[src/rtl/ep0_ctl_status.sv]
module ep0_ctl_status #(
  parameter int MAX_PKT = 8
) (
  input  logic       clk,
  input  logic       rst_n,
  input  logic       pk_setup,
  input  logic       pk_data,
  input  logic [7:0] pk_byte,
  input  logic       pk_eop,
  input  logic       pk_err,
  input  logic [3:0] cpu_addr,
  input  logic       cpu_wr,
  input  logic [7:0] cpu_wdata,
  input  logic       cpu_rd,
  output logic [7:0] cpu_rdata,
  output logic       irq
);
  localparam int CW = $clog2(MAX_PKT + 1);
  localparam int PW = (MAX_PKT > 1) ? $clog2(MAX_PKT) : 1;
  localparam logic [CW-1:0] FULL = CW'(MAX_PKT);

  logic [7:0] sreg [8];
  logic [7:0] shad [8];
  logic [7:0] fifo [MAX_PKT];
  logic [3:0] scnt;
  logic in_setup, s_bad;
  logic setup_rdy, setup_again, rx_rdy, dstage;
  logic en_s, en_r;
  logic d_act, d_bad;
  logic [CW-1:0] wcnt, rx_cnt, rptr;

  wire wr_stat  = cpu_wr && cpu_addr == 4'd8;
  wire clr_s    = wr_stat && cpu_wdata[2];
  wire clr_r    = wr_stat && cpu_wdata[0];
  wire d_accept = dstage && !rx_rdy;
  wire s_done   = pk_eop && in_setup && !s_bad && scnt == 4'd8;
  wire pkt_end  = pk_eop || pk_err;
  wire d_clean  = d_act ? !d_bad : d_accept;
  wire d_done   = pk_eop && !in_setup && d_accept && d_clean;
  wire [CW-1:0] d_len = d_act ? wcnt : '0;

  always_ff @(posedge clk) begin
    if (!rst_n) begin
      scnt <= '0; in_setup <= 1'b0; s_bad <= 1'b0;
      for (int i = 0; i < 8; i++) shad[i] <= '0;
    end else if (pk_setup) begin
      if (!in_setup) begin
        in_setup <= 1'b1; s_bad <= 1'b0; shad[0] <= pk_byte; scnt <= 4'd1;
      end else if (scnt == 4'd8) begin
        s_bad <= 1'b1;
      end else begin
        shad[scnt[2:0]] <= pk_byte; scnt <= scnt + 4'd1;
      end
    end else if (pkt_end) begin
      in_setup <= 1'b0;
    end
  end

  always_ff @(posedge clk) begin
    if (!rst_n) begin
      for (int i = 0; i < 8; i++) sreg[i] <= '0;
      setup_rdy <= 1'b0; setup_again <= 1'b0; dstage <= 1'b0;
    end else if (s_done) begin
      for (int i = 0; i < 8; i++) sreg[i] <= shad[i];
      setup_rdy <= 1'b1; setup_again <= setup_rdy; dstage <= !shad[0][7];
    end else if (clr_s) begin
      if (setup_again) setup_again <= 1'b0;
      else setup_rdy <= 1'b0;
    end
  end

  always_ff @(posedge clk) begin
    if (!rst_n) begin
      d_act <= 1'b0; d_bad <= 1'b0; wcnt <= '0;
      for (int i = 0; i < MAX_PKT; i++) fifo[i] <= '0;
    end else if (pk_data) begin
      if (!d_act) begin
        d_act <= 1'b1; d_bad <= !d_accept; wcnt <= CW'(1);
        if (d_accept) fifo[0] <= pk_byte;
      end else if (wcnt == FULL) begin
        d_bad <= 1'b1;
      end else begin
        if (d_accept) fifo[wcnt[PW-1:0]] <= pk_byte;
        wcnt <= wcnt + CW'(1);
      end
    end else if (pkt_end) begin
      d_act <= 1'b0;
    end
  end

  always_ff @(posedge clk) begin
    if (!rst_n) begin
      rx_rdy <= 1'b0; rx_cnt <= '0; rptr <= '0;
    end else if (d_done) begin
      rx_rdy <= 1'b1; rx_cnt <= d_len; rptr <= '0;
    end else begin
      if (clr_r) rx_rdy <= 1'b0;
      if (cpu_rd && cpu_addr == 4'd11 && rptr < rx_cnt) rptr <= rptr + CW'(1);
    end
  end

  always_ff @(posedge clk) begin
    if (!rst_n) begin
      en_s <= 1'b0; en_r <= 1'b0; irq <= 1'b0;
    end else begin
      if (cpu_wr && cpu_addr == 4'd9) begin
        en_s <= cpu_wdata[1]; en_r <= cpu_wdata[6];
      end
      irq <= (setup_rdy && en_s) || (rx_rdy && en_r);
    end
  end

  always_comb begin
    cpu_rdata = '0;
    case (cpu_addr)
      4'd8:  cpu_rdata = {5'b0, setup_rdy, 1'b0, rx_rdy};
      4'd9:  cpu_rdata = {1'b0, en_r, 4'b0, en_s, 1'b0};
      4'd10: cpu_rdata = 8'(rx_cnt);
      4'd11: if (rptr < rx_cnt) cpu_rdata = fifo[rptr[PW-1:0]];
      default: if (!cpu_addr[3]) cpu_rdata = sreg[cpu_addr[2:0]];
    endcase
  end
endmodule

[config.mk]
export PLATFORM = sky130hd
export DESIGN_NAME = ep0_ctl_status
export DESIGN_NICKNAME = d
export VERILOG_FILES = /design/src/rtl/ep0_ctl_status.sv
export SDC_FILE = /design/constraint.sdc
export NUM_CORES = 1
export LEC_CHECK = 0
export ABC_CLOCK_PERIOD_IN_PS = 3100
export BUFFER_PORTS_ARGS = -buffer_cell sky130_fd_sc_hd__buf_2
export CAP_MARGIN = 20
export CORE_MARGIN = 4
export CORE_UTILIZATION = 55
export DETAILED_ROUTE_END_ITERATION = 10
export PLACE_DENSITY = 0.82
export SETUP_SLACK_MARGIN = 0.15
export SLEW_MARGIN = 20
export SYNTH_ARGS = -nofsm -noshare
export SYNTH_HDL_FRONTEND = slang
export SYNTH_SLANG_ARGS = --single-unit
[constraint.sdc]
create_clock -name clk -period 3.1 [get_ports clk]
set_input_delay 0.465 -clock clk [delete_from_list [all_inputs] [get_ports clk]]
set_output_delay 0.465 -clock clk [all_outputs]
set_load 0.05 [all_outputs]
==> Word-level counts from Yosys, hierarchy flattened <==
Memories as Yosys holds them, arrays and structs flattened. A register that Yosys moved wholly into a read port is not among the register bits.
Cells that the tools add are included.
{ "op_classes": {"eq_ne": 11, "magnitude_cmp": 1, "n_reduce_logical": 35, "addsub": 3, "n_mux": 64, "n_bitwise": 11} }
{ "op_table": {"columns": ["op", "count"], "rows": [
  ["2-to-1 mux 8 bit", 14],
  ["2-to-1 mux 1 bit", 40],
  ["one-hot mux 8 bit (4 select lines)", 1],
  ["equality test 4 bit, second input constant", 6],
  ["2-to-1 mux 4 bit", 5],
  ["OR reduction 8 bit", 2],
  ["logical AND 1 bit", 15],
  ["adder 4 x 1 -> 4 bit, second input constant", 3],
  ["2-to-1 mux 3 bit", 4],
  ["bitwise OR 1 bit", 10],
  ["AND reduction 2 bit", 5],
  ["nonzero test 2 bit", 4],
  ["zero test 1 bit", 6],
  ["inequality test 2 x 1 -> 1 bit, second input constant", 3],
  ["< comparator 4 bit", 1],
  ["inequality test 2 bit, second input constant", 2],
  ["logical OR 1 bit", 2],
  ["OR reduction 2 bit", 1],
  ["NOT 1 bit", 1]
]} }
{ "word_totals": {"register_bits": 27, "output_inout_bits": 9, "mem_count": 3, "word_cells": 143, "ram_bits": 192} }
{ "mem_list": {"columns": ["memory", "depth", "width", "rd", "rd_ports_with_merged_regs", "wr", "line_no", "source"], "rows": [
  ["fifo", 8, 8, 1, 1, 8, "24", "logic [7:0] fifo [MAX_PKT];"],
  ["shad", 8, 8, 8, 0, 8, "23", "logic [7:0] shad [8];"],
  ["sreg", 8, 8, 1, 0, 8, "22", "logic [7:0] sreg [8];"]
]} }

==> Depth between registers and ports, before layout <==
Gate-level depths: netlist of run 1.
{ "logic_depth": {"depth_word": 10, "depth_mapped": 8, "mapped_depth_nobuf": 6} }

==> Worst setup path before layout of run 1 <==
No wires, ideal clock.
{ "synth_path": {"path_type": "in2reg", "start": "in rst_n", "end": "mem sreg[0][0] (enable)", "slack_ns": 0.203, "stages": 4, "t_arrival_ns": 2.204, "path_cell_list": "buf_4 clkbuf_1 buf_1 nand2_1"} }
{ "synth_lines": {"columns": ["item", "line_no", "source"], "rows": [
  ["start: declaration", "5", "input logic rst_n,"],
  ["end: declaration", "22", null]
]} }

==> Worst setup path in the final report of run 1 <==
{ "layout_path": {"start": "reg rx_cnt[1]", "end": "out cpu_rdata[2]"} }
{ "layout_between": {"elab_chain_cells": 3} }
{ "layout_rtl": {"columns": ["item", "line_no", "source"], "rows": [
  ["start: declaration", "30", "logic [CW-1:0] wcnt, rx_cnt, rptr;"],
  ["start signal: assignment", "93", "rx_rdy <= 1'b0; rx_cnt <= '0; rptr <= '0;"],
  ["start signal: assignment", "95", "rx_rdy <= 1'b1; rx_cnt <= d_len; rptr <= '0;"],
  ["< comparator 4 bit", "119", "4'd11: if (rptr < rx_cnt) cpu_rdata = fifo[rptr[PW-1:0]];"],
  ["2-to-1 mux 8 bit", "119", null],
  ["one-hot mux 8 bit (4 select lines)", "115", "case (cpu_addr)"],
  ["end: declaration", "15", "output logic [7:0] cpu_rdata,"]
]} }
Every way passes these cells.

==> metrics.md, run 1 <==
| Metric | Value |
|---|---|
| List of cells traversed by the critical path | inv_1 > ha_1 > a211o_1 > a21o_1 > o21ai_0 > buf_2 |
| Final-report hold violation count | 0 |
| Worst slew margin relative to its limit | 45.4% |
| DRT antenna net count | 0 |
| Relative contribution of the clock network to total power | 41.0% |
| Number of buffers inserted by post-CTS setup repair | 0 |
| Drt drc | 0 |
| Share of the clock period used by the worst path after layout | 92.8% |
| Sw frac | 21.7% |
| Antenna violations before repair | 0 |
| Synthesis-to-layout area growth | 10.2% |
| Clock slew at the register clock pins of the worst setup and hold paths | 60 ps |
| Later-pin clock latency in the skew report | 510 ps |
| Number of CTS-inserted buffers | 22 |
| RR Startpoint | wcnt[1]$_SDFFE_PN0P_ |
| Critical path data required time | 2630 ps |
| Transition time at the pin with the least slew margin | 818 ps |
| Worst clock skew on the final layout | 11.6 ps |
| Worst voltage drop across the vdd grid | 0.349 mV |
| Number of enable flip-flop cells after synthesis | 192 |
| Clock root cell | sky130_fd_sc_hd__clkbuf_16 |
| Global-route wire length before repair | 32.7 mm |
| Top delay family on crit path | compound AO/OA/AOI/OAI gates |
| Post-Route WL | 20.7 mm |
| Total Neg Setup Slack | 0 ps |
| Most crowded layer after global routing | met2 |
| CTS Hold Buffers Added | 0 |
| Largest net degree at the start of global routing | 65 |
| Launch point of the critical path | rx_cnt[1]$_SDFFE_PN0P_ |
| Wire length per cell after detailed routing | 20.6 um |
| Pleak | 4.27 nW |
| Cells after synthesis | 734 |
| Commonest cells in the synthesized netlist | 192 x sky130_fd_sc_hd__edfxtp_1, 145 x sky130_fd_sc_hd__and2_1, 48 x sky130_fd_sc_hd__and3_1 |
| 1st-pass router iterations | 5 |
| Global Route met3 Usage | 3.27% |
| Sequential-to-total area share from yosys stat | 62.5% |
| Overall fraction of global-route tracks in use | 20.6% |
| Type of element capturing the critical path | primary output |
| Relative contribution of combinational cells to total power | 5.3% |
| Setup slack of the worst register-to-register path | 670 ps |
| Routing usage on met2 | 33.8% |
| Horiz. Die Dim | 144 um |
| Async set-reset flop share out of synthesis | 0% |
| Number of max-slew violations in the final report | 0 |
| Mapped Nets | 770 |
| CP peak stage delay | 390 ps |
| Number of nets in the layout | 798 |
| Count of port buffers added during placement | 32 |
| Detailed Route Iter0 Violations | 644 |
| Post-cts resize count | 2 |
| Clock tree from TritonCTS | yes |
| Leading post-synthesis cells by cell area | sky130_fd_sc_hd__edfxtp_1 57%, sky130_fd_sc_hd__and2_1 8.9%, sky130_fd_sc_hd__dfxtp_1 5.9% |
| Setup violators final | 0 |
| Hold/Removal Path Class | in -> reg |
| Aggregate global routing overflow | 0 |
| Buf/Inv on CP | 2 |
| Max-cap viol count | 0 |
| Worst-case clock buffer depth | 3 |
| Sinks on Clock Net | 222 |
| Number of rows in the core area | 49 |
| Top-level I/O count | 37 |
| Most used DFF post-synth | sky130_fd_sc_hd__edfxtp_1 |
| Portion of total power attributed to sequential cells | 53.7% |
| Yosys reg bits | 222 |
| Switching power | 1.36 mW |
| Most repeated cell in the gate-level netlist after synthesis | sky130_fd_sc_hd__edfxtp_1 |
| DIE AREA | 0.0208 mm^2 |
| Leading area contributor after synthesis | sky130_fd_sc_hd__edfxtp_1 |
| Post-synth top area share | 56.6% |
| Total power density per cell area | 559 mW/mm^2 |
| Max Freq | 348 MHz |
| Post-route minimum period | 2880 ps |
| Master of the slowest instance on the critical path | sky130_fd_sc_hd__dfxtp_1 |
| Via density per instance | 5.95 |
| Combined area of all synthesized cells | 0.0102 mm^2 |
| Half-perimeter wire length of the detailed placement result | 13.9 mm |
| Initial Util | 56.3% |
| Final Wtd Congestion | 0.856 |
| Height of the die | 144 um |
| Filler cell count in the final layout | 1221 |
| Max Fanout on Critical Path | 8 |
| Internal Power | 4.92 mW |
| Syn. warnings | 0 |
| Launch point of the worst hold path | cpu_wdata[1] |
| Arrival time of data at the critical path endpoint | 2410 ps |
| Number of global-route vias before repair | 5970 |
| Routed vias | 5995 |
| Result of the run | finished clean |
| Crit Path Category | reg -> out |
| Type of origin of the critical path | flop |
| Pwr Total | 6.28 mW |
| Diodes inserted | 0 |
| H-tree levels | 1 |
| Layout cell share with drive strength beyond 1 | 15.9% |
| Average instance area after synthesis | 13.9 um^2 |
| Cell variety after synth | 61 |
| Grt met1 use | 28.6% |
| Unrepaired setup endpoints after global routing | no |
| Floorplan Core Area | 0.0181 mm^2 |
[final timing paths]
kind,to,cells after the start
setup / recovery,cpu_rdata[2],6
hold / removal,en_s$_SDFFE_PN0P_,3
setup reg to reg,fifo[1][4]$_SDFFCE_PN0P_,6
hold reg to reg,s_bad$_SDFFE_PN0P_,2
[per-layer routing]
| layer | vias up | wire (um) |
|---|---|---|
| li1 | 2770 | - |
| met1 | 2933 | 8560 |
| met2 | 251 | 10000 |
| met3 | 41 | 1560 |
| met4 | 0 | 545 |
| met5 | - | 0 |
[placed cells by master, fill, tap and decap left out, types with 3 or more instances in the layout]
master	count
sky130_fd_sc_hd__edfxtp_1	192
sky130_fd_sc_hd__and2_1	145
sky130_fd_sc_hd__and3_1	48
sky130_fd_sc_hd__buf_2	32
sky130_fd_sc_hd__mux2i_1	30
sky130_fd_sc_hd__dfxtp_1	28
sky130_fd_sc_hd__nor2_1	27
sky130_fd_sc_hd__nand2_1	27
sky130_fd_sc_hd__o21ai_0	24
sky130_fd_sc_hd__clkbuf_16	22
sky130_fd_sc_hd__buf_4	18
sky130_fd_sc_hd__mux4_1	12
sky130_fd_sc_hd__mux4_2	12
sky130_fd_sc_hd__inv_1	11
sky130_fd_sc_hd__nand2b_1	11
sky130_fd_sc_hd__nor2b_1	10
sky130_fd_sc_hd__clkinv_2	10
sky130_fd_sc_hd__nand3b_1	8
sky130_fd_sc_hd__a21oi_1	8
sky130_fd_sc_hd__ha_1	8
sky130_fd_sc_hd__o21ai_1	7
sky130_fd_sc_hd__a22oi_1	6
sky130_fd_sc_hd__nand3_1	6
sky130_fd_sc_hd__nand4_1	6
sky130_fd_sc_hd__a21boi_0	6
sky130_fd_sc_hd__o22ai_1	4
sky130_fd_sc_hd__mux2_2	4
sky130_fd_sc_hd__nand4_4	3
[cell type report]
| class | instances | area (um^2) | share of cell area, % |
|---|---|---|---|
| clock buffers | 23 | 554 | 4.94 |
| clock inverters | 17 | 150 | 1.34 |
| inverters | 11 | 41.3 | 0.368 |
| multi-input cells | 454 | 3510 | 31.3 |
| flip-flops and latches | 222 | 6370 | 56.7 |
| well taps | 229 | 287 | 2.55 |
| repair buffers | 51 | 315 | 2.81 |
[power groups by stage]
stage	Combinational [mW]	Sequential [mW]	Clock [mW]
floorplan	0.230	3.42	0
global placement	0.321	3.43	0
detailed placement	0.332	3.44	0
CTS	0.333	3.37	2.60
global route	0.359	3.38	2.74
finish	0.332	3.37	2.57
[state kept, by name, summed over array words and instances, names as in the netlist, named ones only]
register / cells
rx_rdy: 1
rx_cnt: 4
shad: 64
scnt: 4
irq: 1
rptr: 4
d_bad: 1
fifo: 64
sreg: 64
s_bad: 1
en_r: 1
setup_again: 1
wcnt: 4
in_setup: 1
en_s: 1
setup_rdy: 1
d_act: 1
dstage: 1
[kinds of logic (layout without fill, tap and decap cells)]
family	Yosys count	in the layout	share of synthesized area [%]
flops	222	222	62.5
xor+xnor	2	2	0.172
fa+ha+maj	8	8	0.982
compound gates	77	77	5.33
mux	58	58	9.14
buf+inv	58	102	3.07
simple gates	309	309	18.8
[worst min-delay path, cell delays in order]
cell	delay, ps
sky130_fd_sc_hd__buf_2	80
sky130_fd_sc_hd__mux2i_1	60
sky130_fd_sc_hd__nor2b_1	100
[stage by stage]
step | util [%] | setup WS, ps | hold WS [ps] | std cells | cell area (um^2)
2_1_floorplan | - | 203 | 437 | 734 | 10200
3_3_place_gp | 58.2 | 361 | 453 | 967 | 10500
3_5_place_dp | 58.2 | 369 | 468 | 967 | 10500
4_1_cts | 62.1 | 235 | 213 | 1007 | 11200
5_1_grt | 62.1 | 155 | 269 | 1007 | 11200
6_report | 62.1 | 225 | 227 | 1007 | 11200
(Power assumes the default switching activity.)
==> run 2, diff against run 1 <==
- ABC_CLOCK_PERIOD_IN_PS: 3100 -> 3400
- clock period: 3.1 -> 3.4 ns (I/O delays scaled with it)
==> metrics.md, run 2 (synthesis results as in run 1) <==
| Metric | Value |
|---|---|
| Synthesis-to-layout area growth | 9.48% |
| Fin util | 61.7% |
| Post-route minimum period | 3070 ps |
| Diodes inserted | 0 |
| CTS Hold Buffers Added | 0 |
| Max Fanout on Critical Path | 13 |
| Setup violators final | 0 |
| Via density per instance | 6.01 |
| Pleak | 4.23 nW |
| Worst slew margin relative to its limit | 45.9% |
| Final-report hold violation count | 0 |
| Number of buffers inserted by post-CTS setup repair | 0 |
| Number of rows in the core area | 49 |
| Filler cell count in the final layout | 1245 |
| Transition time at the pin with the least slew margin | 806 ps |
| Half-perimeter wire length of the detailed placement result | 13.9 mm |
| Initial Util | 56.3% |
| Top-level I/O count | 37 |
| Number of global-route vias before repair | 6008 |
| Hold Slack | 277 ps |
| Post-Route WL | 21.2 mm |
| Number of CTS-inserted buffers | 22 |
| Worst clock skew on the final layout | 12.7 ps |
| Min-Delay Endpoint | en_s$_SDFFE_PN0P_ |
| Reg2reg end | fifo[1][6]$_SDFFCE_PN0P_ |
| H-tree levels | 1 |
| Number of nets in the layout | 795 |
| Layout cell share with drive strength beyond 1 | 14.5% |
| 1st-pass router iterations | 5 |
| Total power density per cell area | 505 mW/mm^2 |
| Wire length per cell after detailed routing | 21.2 um |
| Unrepaired setup endpoints after global routing | no |
| Top library cells by usage in the layout, fill and taps aside | 192 x sky130_fd_sc_hd__edfxtp_1, 145 x sky130_fd_sc_hd__and2_1, 48 x sky130_fd_sc_hd__and3_1 |
| Master of the slowest instance on the critical path | sky130_fd_sc_hd__dfxtp_1 |
| Fin cells | 1003 |
| DRT antenna net count | 0 |
| Clock slew at the register clock pins of the worst setup and hold paths | 60 ps |
| DIE AREA | 0.0208 mm^2 |
| Share of the clock period used by the worst path after layout | 90.4% |
| Clock tree from TritonCTS | yes |
| Crit Path Category | reg -> out |
| Area of combinational cells with multiple inputs | 0.00351 mm^2 |
| Worst-case clock buffer depth | 3 |
| Largest net degree at the start of global routing | 93 |
| Result of the run | finished clean |
| Height of the die | 144 um |
| Most common library cell in the layout ignoring fill and taps | sky130_fd_sc_hd__edfxtp_1 |
| Routed vias | 6028 |
| Drt drc | 0 |
| Type of origin of the critical path | flop |
| Aggregate global routing overflow | 0 |
| Overall fraction of global-route tracks in use | 20.9% |
| Sequential cell area | 0.00637 mm^2 |
| Detailed Route Iter0 Violations | 832 |
| Worst voltage drop across the vdd grid | 0.277 mV |
| Sinks on Clock Net | 222 |
| Number of cells traversed by the worst hold path | 3 |
| RR Startpoint | wcnt[1]$_SDFFE_PN0P_ |
| # placed instances | 964 |
| Clock root cell | sky130_fd_sc_hd__clkbuf_16 |
| Number of max-slew violations in the final report | 0 |
| Max Freq | 325 MHz |
| Launch point of the worst hold path | cpu_wdata[1] |
| Arrival time of data at the critical path endpoint | 2560 ps |
| Later-pin clock latency in the skew report | 510 ps |
| Antenna violations before repair | 0 |
| Total Neg Setup Slack | 0 ps |
| Max-cap viol count | 0 |
| Top delay family on crit path | multiplexers |
| Global-route wire length before repair | 33.1 mm |
| Post-cts resize count | 0 |
| Hold/Removal Path Class | in -> reg |
| Count of port buffers added during placement | 32 |
| Regs by FF count | fifo x64, shad x64, sreg x64 |
| Setup slack of the worst register-to-register path | 860 ps |
| Buf/Inv on CP | 1 |
| Floorplan Core Area | 0.0181 mm^2 |
| CP peak stage delay | 740 ps |
| List of cells traversed by the critical path | mux4_1 > mux2i_1 > o22ai_1 > buf_2 |
| Critical path data required time | 2890 ps |
| Final Wtd Congestion | 0.864 |
| Worst-case reg-to-reg path depth | 6 |
| Horiz. Die Dim | 144 um |
| Type of element capturing the critical path | primary output |
## run 2: metal layers
metal	share of wire, %	global-route usage [%]	wire length, um
met1	41	28.9	8620
met2	49	34.1	10300
met3	7.7	2.91	1640
met4	3.0	7.63	634
met5	0	0	0
## run 2: stage by stage
stage / power [mW] / worst slack (ps) / cell area [um^2]
floorplan: 3.33 / 458 / 10200
global placement: 3.42 / 597 / 10500
detailed placement: 3.44 / 560 / 10500
CTS: 5.65 / 318 / 11200
global route: 5.80 / 275 / 11200
finish: 5.63 / 327 / 11200
## run 2: worst register-to-register path: cells and delay by family (launching register included)
kind	cells	cell delay, ps
simple gates	4	1170
flops	1	620
buf+inv	1	150
fa+ha+maj	1	250
## run 2: where the power goes
group | switching (mW) | internal, mW | total [mW]
Sequential | 0.0379 | 3.04 | 3.08
Clock | 0.983 | 1.26 | 2.25
Combinational | 0.208 | 0.0929 | 0.301
Total | 1.23 | 4.40 | 5.63
## run 2: worst max path at each step
stage / from / to / cells past startpoint
detailed placement: cpu_addr[1] / cpu_rdata[0] / 7
finish: flop / cpu_rdata[6] / 4
floorplan: rst_n / sreg[0][0]$_SDFFCE_PN0P_ / 4
global route: flop / cpu_rdata[3] / 4
global placement: cpu_addr[1] / cpu_rdata[4] / 5
CTS: flop / cpu_rdata[6] / 4
## run 2: cell type report
class | instances | share of cell area, %
clock inverter | 15 | 0.987
timing repair buffer | 48 | 2.51
clock buffer | 24 | 5.00
inverter | 11 | 0.370
tap | 229 | 2.57
sequential | 222 | 57.1
multi-input combinational | 454 | 31.5
==> run 3, diff against run 2 <==
- CORE_ASPECT_RATIO: default -> 0.5
- GPL_ROUTABILITY_DRIVEN: default -> 1
==> metrics.md, run 3 (synthesis results as in run 1) <==
| Metric | Value |
|---|---|
| Via density per instance | 5.97 |
| Overall fraction of global-route tracks in use | 21.4% |
| Half-perimeter wire length of the detailed placement result | 14.5 mm |
| Arrival time of data at the critical path endpoint | 2640 ps |
| Detailed Route Iter0 Violations | 611 |
| Sinks on Clock Net | 222 |
| Final Wtd Congestion | 0.890 |
| Global-route wire length before repair | 34.6 mm |
| Count of port buffers added during placement | 32 |
| Post-Route WL | 22.4 mm |
| Diodes inserted | 0 |
| Number of buffers inserted by post-CTS setup repair | 0 |
| Top library cells by usage in the layout, fill and taps aside | 192 x sky130_fd_sc_hd__edfxtp_1, 145 x sky130_fd_sc_hd__and2_1, 48 x sky130_fd_sc_hd__and3_1 |
| Clock slew at the register clock pins of the worst setup and hold paths | 60 ps |
| Antenna violations before repair | 1 |
| Number of max-slew violations in the final report | 0 |
| Post-route minimum period | 3150 ps |
| Most common library cell in the layout ignoring fill and taps | sky130_fd_sc_hd__edfxtp_1 |
| CTS Hold Buffers Added | 0 |
| Drt drc | 0 |
| Worst-case clock buffer depth | 3 |
| Number of nets in the layout | 800 |
| Unrepaired setup endpoints after global routing | no |
| # placed instances | 976 |
| Top-level I/O count | 37 |
| Number of global-route vias before repair | 6136 |
| Floorplan Core Area | 0.0178 mm^2 |
| DIE AREA | 0.0209 mm^2 |
| Type of element capturing the critical path | primary output |
| Fin cells | 1012 |
| Post-cts resize count | 0 |
| Share of the clock period used by the worst path after layout | 92.6% |
| Hold Slack | 282 ps |
| Hold/Removal Path Class | in -> reg |
| Type of origin of the critical path | flop |
| Max Fanout on Critical Path | 12 |
| Pleak | 4.25 nW |
| Worst clock skew on the final layout | 17.6 ps |
| DRT antenna net count | 0 |
| Largest net degree at the start of global routing | 79 |
| Number of rows in the core area | 34 |
| Worst voltage drop across the vdd grid | 0.309 mV |
| Crit Path Category | reg -> out |
| Height of the die | 104 um |
| Horiz. Die Dim | 200 um |
| Clock root cell | sky130_fd_sc_hd__clkbuf_16 |
| Layout cell share with drive strength beyond 1 | 14.9% |
| Clock tree from TritonCTS | yes |
| Wire length per cell after detailed routing | 22.1 um |
| Routed vias | 6040 |
| Max Freq | 318 MHz |
| Final-report hold violation count | 0 |
| H-tree levels | 1 |
| Transition time at the pin with the least slew margin | 906 ps |
| Total Neg Setup Slack | 0 ps |
| Later-pin clock latency in the skew report | 500 ps |
| Total power density per cell area | 508 mW/mm^2 |
| Initial Util | 57.3% |
| Max-cap viol count | 0 |
| Number of CTS-inserted buffers | 20 |
| Regs by FF count | fifo x64, shad x64, sreg x64 |
| Synthesis-to-layout area growth | 10.0% |
| Aggregate global routing overflow | 0 |
| 1st-pass router iterations | 5 |
| Setup violators final | 0 |
| Critical path data required time | 2890 ps |
| Result of the run | finished clean |
| Worst slew margin relative to its limit | 39.2% |
==> run 3: cell count changes in the layout (fill, tap and decap cells not counted), sizes merged <==
cell	previous run	this run
buf	48	55
bufinv	1	3
clkbuf	24	27
clkinv	14	5
clkinvlp	0	1
==> run 3: final cells by class <==
cell class | instances | area, um^2
clock buffer | 27 | 537
clock inverter | 9 | 130
fill | 1217 | 6570
inverter | 11 | 41.3
multi-input combinational | 454 | 3510
sequential | 222 | 6370
tap | 234 | 293
timing repair buffer | 55 | 333
==> run 3: final timing paths <==
kind / to / slack, ps / cells past startpoint / from
worst max-delay path: cpu_rdata[6] / 250 / 4 / flop
worst min-delay path: en_s$_SDFFE_PN0P_ / 280 / 3 / cpu_wdata[1]
worst max register to register: fifo[1][6]$_SDFFCE_PN0P_ / 850 / 6 / wcnt[1]$_SDFFE_PN0P_
worst min register to register: rptr[3]$_SDFFE_PP0P_ / 490 / 2 / rptr[3]$_SDFFE_PP0P_
==> run 3: through the flow <==
| stage | setup slack (ps) | util, % | power (mW) | cell area, um^2 |
|---|---|---|---|---|
| after floorplan | 458 | - | 3.33 | 10200 |
| after global placement | 362 | 59.3 | 3.43 | 10500 |
| after detailed placement | 326 | 59.3 | 3.45 | 10500 |
| after CTS | 219 | 63.1 | 5.70 | 11200 |
| after global routing | 156 | 63.1 | 5.85 | 11200 |
| final | 252 | 63.1 | 5.69 | 11200 |
==> run 3: worst max-delay path, cell delays in order (launching register included) <==
cell,delay [ps]
sky130_fd_sc_hd__dfxtp_1,730
sky130_fd_sc_hd__mux4_1,680
sky130_fd_sc_hd__mux2i_1,320
sky130_fd_sc_hd__o22ai_1,170
sky130_fd_sc_hd__buf_2,240
==> run 3: per-layer routing <==
layer  global-route usage [%]  wire length, um
met5                        0               13
met4                     6.72              484
met3                     4.95             1820
met2                     36.1            10900
met1                     28.0             9150
==> run 3: power breakdown <==
part,internal (mW),switching (mW)
Clock,1.34,0.956
Combinational,0.0978,0.217
Sequential,3.04,0.0357
Total,4.48,1.21
